$ cat config.mk
export PLATFORM = sky130hd
export DESIGN_NAME = serial_reg_port
export DESIGN_NICKNAME = d
export VERILOG_FILES = /design/src/rtl/srp_pkg.sv /design/src/rtl/srp_sync.sv /design/src/rtl/srp_shifter.sv /design/src/rtl/srp_decode.sv /design/src/rtl/srp_regs.sv /design/src/rtl/serial_reg_port.sv
export SDC_FILE = /design/constraint.sdc
export NUM_CORES = 1
export LEC_CHECK = 0
export ABC_AREA = 0
export BUFFER_PORTS_ARGS = -buffer_cell sky130_fd_sc_hd__buf_2
export CORE_MARGIN = 2
export CORE_UTILIZATION = 55
export CTS_BUF_LIST = sky130_fd_sc_hd__clkbuf_4 sky130_fd_sc_hd__clkbuf_8
export CTS_CLUSTER_DIAMETER = 60
export CTS_CLUSTER_SIZE = 30
export DETAILED_ROUTE_END_ITERATION = 8
export GPL_TIMING_DRIVEN = 1
export PLACE_DENSITY = 0.73
export SETUP_SLACK_MARGIN = 0.05
export SYNTH_ARGS = -nofsm -noshare
export SYNTH_HDL_FRONTEND = slang
export SYNTH_HIERARCHICAL = 1
export SYNTH_SLANG_ARGS = --single-unit
$ cat constraint.sdc
create_clock -name clk -period 3.42 [get_ports clk]
set_clock_uncertainty 0.05 [all_clocks]
set_input_delay 0.684 -clock clk [delete_from_list [all_inputs] [get_ports clk]]
set_output_delay 0.684 -clock clk [all_outputs]
set_load 0.01 [all_outputs]
$ cat src/rtl/srp_pkg.sv
package srp_pkg;
   typedef enum logic [1:0] {
      DST_NONE = 2'd0,
      DST_CFG  = 2'd1,
      DST_REF  = 2'd2,
      DST_MS   = 2'd3
   } dest_e;

   localparam int CFG_PIN_SEL = 7;
   localparam int CFG_PIN_LVL = 6;
   localparam int CFG_PDA_EN  = 5;
   localparam int CFG_PDB_EN  = 4;
endpackage

$ cat src/rtl/srp_sync.sv
module srp_sync #(
   parameter int   DEPTH   = 2,
   parameter logic RST_VAL = 1'b0
) (
   input  logic clk,
   input  logic rst_n,
   input  logic d,
   output logic q
);
   if (DEPTH < 1) begin : g_bad_depth
      $error("srp_sync: DEPTH must be at least 1");
   end

   if (DEPTH == 1) begin : g_single
      logic stg;
      always_ff @(posedge clk or negedge rst_n) begin
         if (!rst_n) stg <= RST_VAL;
         else        stg <= d;
      end
      assign q = stg;
   end else begin : g_chain
      logic [DEPTH-1:0] stg;
      always_ff @(posedge clk or negedge rst_n) begin
         if (!rst_n) stg <= {DEPTH{RST_VAL}};
         else        stg <= {stg[DEPTH-2:0], d};
      end
      assign q = stg[DEPTH-1];
   end
endmodule

$ cat src/rtl/srp_shifter.sv
module srp_shifter #(
   parameter int SR_W  = 24,
   parameter int CNT_W = 5
) (
   input  logic             clk,
   input  logic             rst_n,
   input  logic             sclk_s,
   input  logic             sel_n_s,
   input  logic             din_s,
   output logic [SR_W-1:0]  shreg,
   output logic [CNT_W-1:0] cnt,
   output logic             done,
   output logic [CNT_W-1:0] len
);
   localparam logic [CNT_W-1:0] SAT = CNT_W'(SR_W + 1);

   logic sclk_p, sel_p;
   logic rise, fin;

   assign rise = sclk_s & ~sclk_p & ~sel_n_s;
   assign fin  = sel_n_s & ~sel_p;

   always_ff @(posedge clk or negedge rst_n) begin
      if (!rst_n) begin
         sclk_p <= 1'b0;
         sel_p  <= 1'b1;
      end else begin
         sclk_p <= sclk_s;
         sel_p  <= sel_n_s;
      end
   end

   always_ff @(posedge clk or negedge rst_n) begin
      if (!rst_n) begin
         shreg <= '0;
      end else if (rise) begin
         shreg <= {shreg[SR_W-2:0], din_s};
      end
   end

   always_ff @(posedge clk or negedge rst_n) begin
      if (!rst_n) begin
         cnt  <= '0;
         done <= 1'b0;
         len  <= '0;
      end else begin
         done <= fin;
         if (fin) begin
            len <= cnt;
            cnt <= '0;
         end else if (rise && cnt != SAT) begin
            cnt <= cnt + 1'b1;
         end
      end
   end
endmodule

$ cat src/rtl/srp_decode.sv
module srp_decode
   import srp_pkg::*;
#(
   parameter int CFG_W = 8,
   parameter int REF_W = 16,
   parameter int MS_W  = 24,
   parameter int CNT_W = 5
) (
   input  logic             done,
   input  logic [CNT_W-1:0] len,
   output dest_e            dest
);
   localparam logic [CNT_W-1:0] LEN_CFG = CNT_W'(CFG_W);
   localparam logic [CNT_W-1:0] LEN_REF = CNT_W'(REF_W);
   localparam logic [CNT_W-1:0] LEN_MS  = CNT_W'(MS_W);

   always_comb begin
      dest = DST_NONE;
      if (done) begin
         if (len == LEN_CFG)      dest = DST_CFG;
         else if (len == LEN_REF) dest = DST_REF;
         else if (len == LEN_MS)  dest = DST_MS;
      end
   end
endmodule

$ cat src/rtl/srp_regs.sv
module srp_regs
   import srp_pkg::*;
#(
   parameter int CFG_W = 8,
   parameter int REF_W = 16,
   parameter int MS_W  = 24
) (
   input  logic             clk,
   input  logic             rst_n,
   input  dest_e            dest,
   input  logic [MS_W-1:0]  word,
   input  logic             ms_load,
   input  logic             ref_load,
   output logic [CFG_W-1:0] cfg_q,
   output logic [REF_W-1:0] ref_q,
   output logic [MS_W-1:0]  ms_q
);
   logic [REF_W-1:0] ref_buf, ref_pend;
   logic             ref_bv, ref_pv;
   logic [MS_W-1:0]  ms_pend;
   logic             ms_pv;

   always_ff @(posedge clk or negedge rst_n) begin
      if (!rst_n) begin
         cfg_q <= '0;
      end else if (dest == DST_CFG) begin
         cfg_q <= word[CFG_W-1:0];
      end
   end

   always_ff @(posedge clk or negedge rst_n) begin
      if (!rst_n) begin
         ms_q    <= '0;
         ms_pend <= '0;
         ms_pv   <= 1'b0;
      end else begin
         if (ms_load && ms_pv) begin
            ms_q  <= ms_pend;
            ms_pv <= 1'b0;
         end
         if (dest == DST_MS) begin
            ms_pend <= word;
            ms_pv   <= 1'b1;
         end
      end
   end

   always_ff @(posedge clk or negedge rst_n) begin
      if (!rst_n) begin
         ref_q    <= '0;
         ref_buf  <= '0;
         ref_bv   <= 1'b0;
         ref_pend <= '0;
         ref_pv   <= 1'b0;
      end else begin
         if (ref_load && ref_pv) begin
            ref_q  <= ref_pend;
            ref_pv <= 1'b0;
         end
         if (dest == DST_REF) begin
            ref_buf <= word[REF_W-1:0];
            ref_bv  <= 1'b1;
         end
         if (dest == DST_MS && ref_bv) begin
            ref_pend <= ref_buf;
            ref_pv   <= 1'b1;
            ref_bv   <= 1'b0;
         end
      end
   end
endmodule

$ cat src/rtl/serial_reg_port.sv
module serial_reg_port
   import srp_pkg::*;
#(
   parameter int CFG_W      = 8,
   parameter int REF_W      = 16,
   parameter int MS_W       = 24,
   parameter int SYNC_DEPTH = 2
) (
   input  logic             clk,
   input  logic             rst_n,
   input  logic             sclk,
   input  logic             sel_n,
   input  logic             sdi,
   input  logic             ms_load,
   input  logic             ref_load,
   output logic [CFG_W-1:0] cfg_o,
   output logic [REF_W-1:0] ref_o,
   output logic [MS_W-1:0]  ms_o,
   output logic             pin_a,
   output logic             pd_a_en,
   output logic             pd_b_en
);
   localparam int CNT_W = $clog2(MS_W + 2);

   if (CFG_W < 8 || (CFG_W % 8) != 0) begin : g_bad_cfg
      $error("serial_reg_port: CFG_W must be a whole number of bytes, at least one");
   end
   if (REF_W <= CFG_W || (REF_W % 8) != 0) begin : g_bad_ref
      $error("serial_reg_port: REF_W must be whole bytes and longer than CFG_W");
   end
   if (MS_W <= REF_W || (MS_W % 8) != 0) begin : g_bad_ms
      $error("serial_reg_port: MS_W must be whole bytes and longer than REF_W");
   end

   logic             sclk_s, sel_s, din_s;
   logic [MS_W-1:0]  shreg;
   logic [CNT_W-1:0] cnt, len;
   logic             done;
   dest_e            dest;
   logic             sdo;

   srp_sync #(.DEPTH(SYNC_DEPTH), .RST_VAL(1'b0)) u_sync_sclk (
      .clk(clk), .rst_n(rst_n), .d(sclk), .q(sclk_s));
   srp_sync #(.DEPTH(SYNC_DEPTH), .RST_VAL(1'b1)) u_sync_sel (
      .clk(clk), .rst_n(rst_n), .d(sel_n), .q(sel_s));
   srp_sync #(.DEPTH(SYNC_DEPTH), .RST_VAL(1'b0)) u_sync_din (
      .clk(clk), .rst_n(rst_n), .d(sdi), .q(din_s));

   srp_shifter #(.SR_W(MS_W), .CNT_W(CNT_W)) u_shift (
      .clk(clk), .rst_n(rst_n), .sclk_s(sclk_s), .sel_n_s(sel_s),
      .din_s(din_s), .shreg(shreg), .cnt(cnt), .done(done), .len(len));

   srp_decode #(.CFG_W(CFG_W), .REF_W(REF_W), .MS_W(MS_W), .CNT_W(CNT_W)) u_dec (
      .done(done), .len(len), .dest(dest));

   srp_regs #(.CFG_W(CFG_W), .REF_W(REF_W), .MS_W(MS_W)) u_regs (
      .clk(clk), .rst_n(rst_n), .dest(dest), .word(shreg),
      .ms_load(ms_load), .ref_load(ref_load),
      .cfg_q(cfg_o), .ref_q(ref_o), .ms_q(ms_o));

   assign sdo     = shreg[MS_W-1];
   assign pin_a   = cfg_o[CFG_PIN_SEL] ? sdo : cfg_o[CFG_PIN_LVL];
   assign pd_a_en = cfg_o[CFG_PDA_EN];
   assign pd_b_en = cfg_o[CFG_PDB_EN];
endmodule

==> reports/metrics.csv <==
metric,value,unit
min-delay worst type,in2async,
maximum clock rate,438,MHz
Pleak,3.53,nW
Die ar.,11200,sq um
measured slew at the worst slew-check pin,0.930,ns
Clock Latency Late Sink,0.44,ns
R2R depth,4,
Max Cap Viol,0,
1st-iter DRT viols,59,
Setup crit end,u_regs/ref_buf[1]$_DFFE_PN0N_,
"Max FO, Critical Path",17,
dpl hpwl,5800,microns
placed insts,529,
warnings from Yosys,6,
Post-route DRC,0,
RD Place Congestion,0.738,
fin nets,421,
max-slew violations,0,
Max Root-Sink Buffers,2,
Die H,106,microns
Inserted Diodes,0,
overall die width,106,microns
Core Area,10200,sq um
All-Layer GR Usage,17.2,%
critical path launch point,u_shift/len[1]$_DFFE_PN0P_,
global route total overflow,0,
total power,0.00343,W
status,finished clean,
hold buffers post-CTS,0,
CP endpoint kind,register,
startpoint class of the critical path,register,
WS Path Type,reg2reg,
IO Pins,58,
Synth Area per Inst,16.4,sq um
Site Rows,37,
Yosys reg bits,150,
Post-CTS Setup Inserts,0,
Cells after Synth,346,
Reg2Reg Launch Point,u_shift/len[1]$_DFFE_PN0P_,
largest area contributor in the netlist,dfrtp_1,
clk sinks,150,
CTS tree,yes,
Worst VDD drop,0.376,mV
antenna violations before repair,0,
unrepaired setup endpoints after global routing,no,
sequential share of the synthesized area,66.0,%
Final Hold Vio Count,0,
period utilization,66.7,%
routed vias/inst,5.19,
Routed Antenna Nets,0,
largest net degree at the start of global routing,75,
"Area growth, synth to finish",14.5,%
H-tree Lvls,4,
Worst EP required,3.69,ns
CTS root buffer,clkbuf_8,
setup TNS,0,ns
Final setup viols,0,
port bufs,57,
synth unique cells,27,
synthesized netlist net count,355,
"top cells by area, synth","dfrtp_1 65%, mux2_2 24%, mux2_4 2.6%",
number of flops mapped to enable cells by yosys,0,
first-pass GRT wire length,14700,microns
Post-synth ARST share,100,%
clk slew on worst S/H paths,0.07,ns
Post-synth top flop,dfrtp_1,
post-synth design cell area,5690,sq um
Finished Layout Cells,561,
worst rel slew slack,38.0,%
Final min period,2.28,ns
vias post-DR,2912,
vias in the first global route,2985,
DRT Wirelength,8750,microns
Post-CTS Resized,0,
CP Data Arrival Time,2.55,ns
top cell type's share of synthesized area,64.7,%
DR pass1 iterations,4,
PD cells,527,nW/um^2
Num CTS Buffers,17,
R2R setup slack,1.14,ns
Initial Util,55.9,%
Avg WL per Cell,15.6,microns
share of cells above drive strength 1,54.1,%
r2r endpoint,u_regs/ref_buf[1]$_DFFE_PN0N_,
## registers in the layout, indices dropped and copies added (netlist names), 5 cells and up
register         flops
u_regs/ms_pend      24
u_regs/ref_q        16
u_regs/ms_q         24
u_shift/len          5
u_shift/shreg       24
u_shift/cnt          5
u_regs/cfg_q         8
u_regs/ref_pend     16
u_regs/ref_buf      16
## layer usage
metal,up-vias,part of all wire (%),wire (microns),global-route usage (%)
li1,1347,-,-,-
met5,-,0,0,0
met4,0,1.3,115,5.36
met3,11,4.2,365,6.31
met2,55,47,4140,26.2
met1,1499,47,4130,23.3
## area by class of cell
type	count	area, sq um
clock buffer	21	283
clock inverter	11	149
fill	777	3670
inverter	5	18.8
multi-input combinational	177	1800
sequential	150	3760
tap	136	170
timing repair buffer	61	334
## worst min-delay path by stage
stage / to / cells after the start
floorplan: u_sync_din/g_chain.stg[1]$_DFF_PN0_ / 0
global placement: u_sync_din/g_chain.stg[1]$_DFF_PN0_ / 0
detailed placement: u_sync_din/g_chain.stg[1]$_DFF_PN0_ / 0
CTS: u_sync_din/g_chain.stg[0]$_DFF_PN0_ / 1
global route: u_regs/ms_pend[0]$_DFFE_PN0N_ / 1
finish: u_regs/ms_q[5]$_DFFE_PN0P_ / 1
## metrics by stage
step	setup slack [ns]	hold slack, ns	utilization [%]	cell area (sq um)
2_1_floorplan	1.67	0.281	-	5690
5_1_grt	0.992	0.252	63.9	6510
4_1_cts	1.11	0.226	63.9	6510
3_5_place_dp	1.12	0.286	59.7	6080
3_3_place_gp	1.22	0.287	59.7	6080
6_report	1.14	0.210	63.9	6510
## worst max-delay path, cell delays in order, from the launching register on
cell,delay (ns)
dfrtp_1,0.39
nor4b_2,0.29
and2_1,0.27
nand2b_1,0.76
mux2_2,0.41
## power by group
part,total [W],internal [W],switching [W]
Sequential,0.00191,0.00183,0.0000796
Combinational,0.000116,0.0000561,0.0000602
Clock,0.00140,0.000788,0.000616
## synthesized netlist by cell type, types with 2 or more instances
cell type	number
dfstp_2	3
buf_6	4
mux2_4	10
ha_1	2
inv_1	5
dfrtp_1	147
and2_1	2
mux2i_1	4
buf_4	4
o21ai_0	5
nand3_1	3
buf_2	4
nand2b_1	2
mux2_2	119
nand2_1	20
## cells by family after synthesis
| family | Yosys count | share of synthesized area [%] |
|---|---|---|
| AOI/OAI and AO/OA | 6 | 0.528 |
| xor gates and xnor gates | 1 | 0.154 |
| adders and majority gates | 2 | 0.440 |
| buffers and inverters | 19 | 2.42 |
| DFF | 150 | 66.0 |
| muxes | 133 | 26.9 |
| and+or+nand+nor | 35 | 3.52 |
## layout by cell type (no fill, tap or decap)
cell,count
dfrtp_1,147
mux2_2,119
buf_2,56
clkbuf_8,20
nand2_1,20
mux2_4,10
inv_1,5
o21ai_0,5
mux2i_1,4
bufinv_16,3
clkinv_4,3
clkinvlp_4,3
buf_4,3
nand3_1,3
dfstp_2,3
clkinv_2,2
and2_1,2
nand2b_1,2
ha_1,2
clkbuf_4,1
buf_6,1
buf_12,1
nor4b_2,1
nand2_2,1
nand3_4,1
or2b_1,1
nor3b_4,1
or3b_4,1
or3_1,1
a21oi_1,1
nand4b_1,1
xor2_1,1
Note: power is estimated with default switching activity, not from simulation.
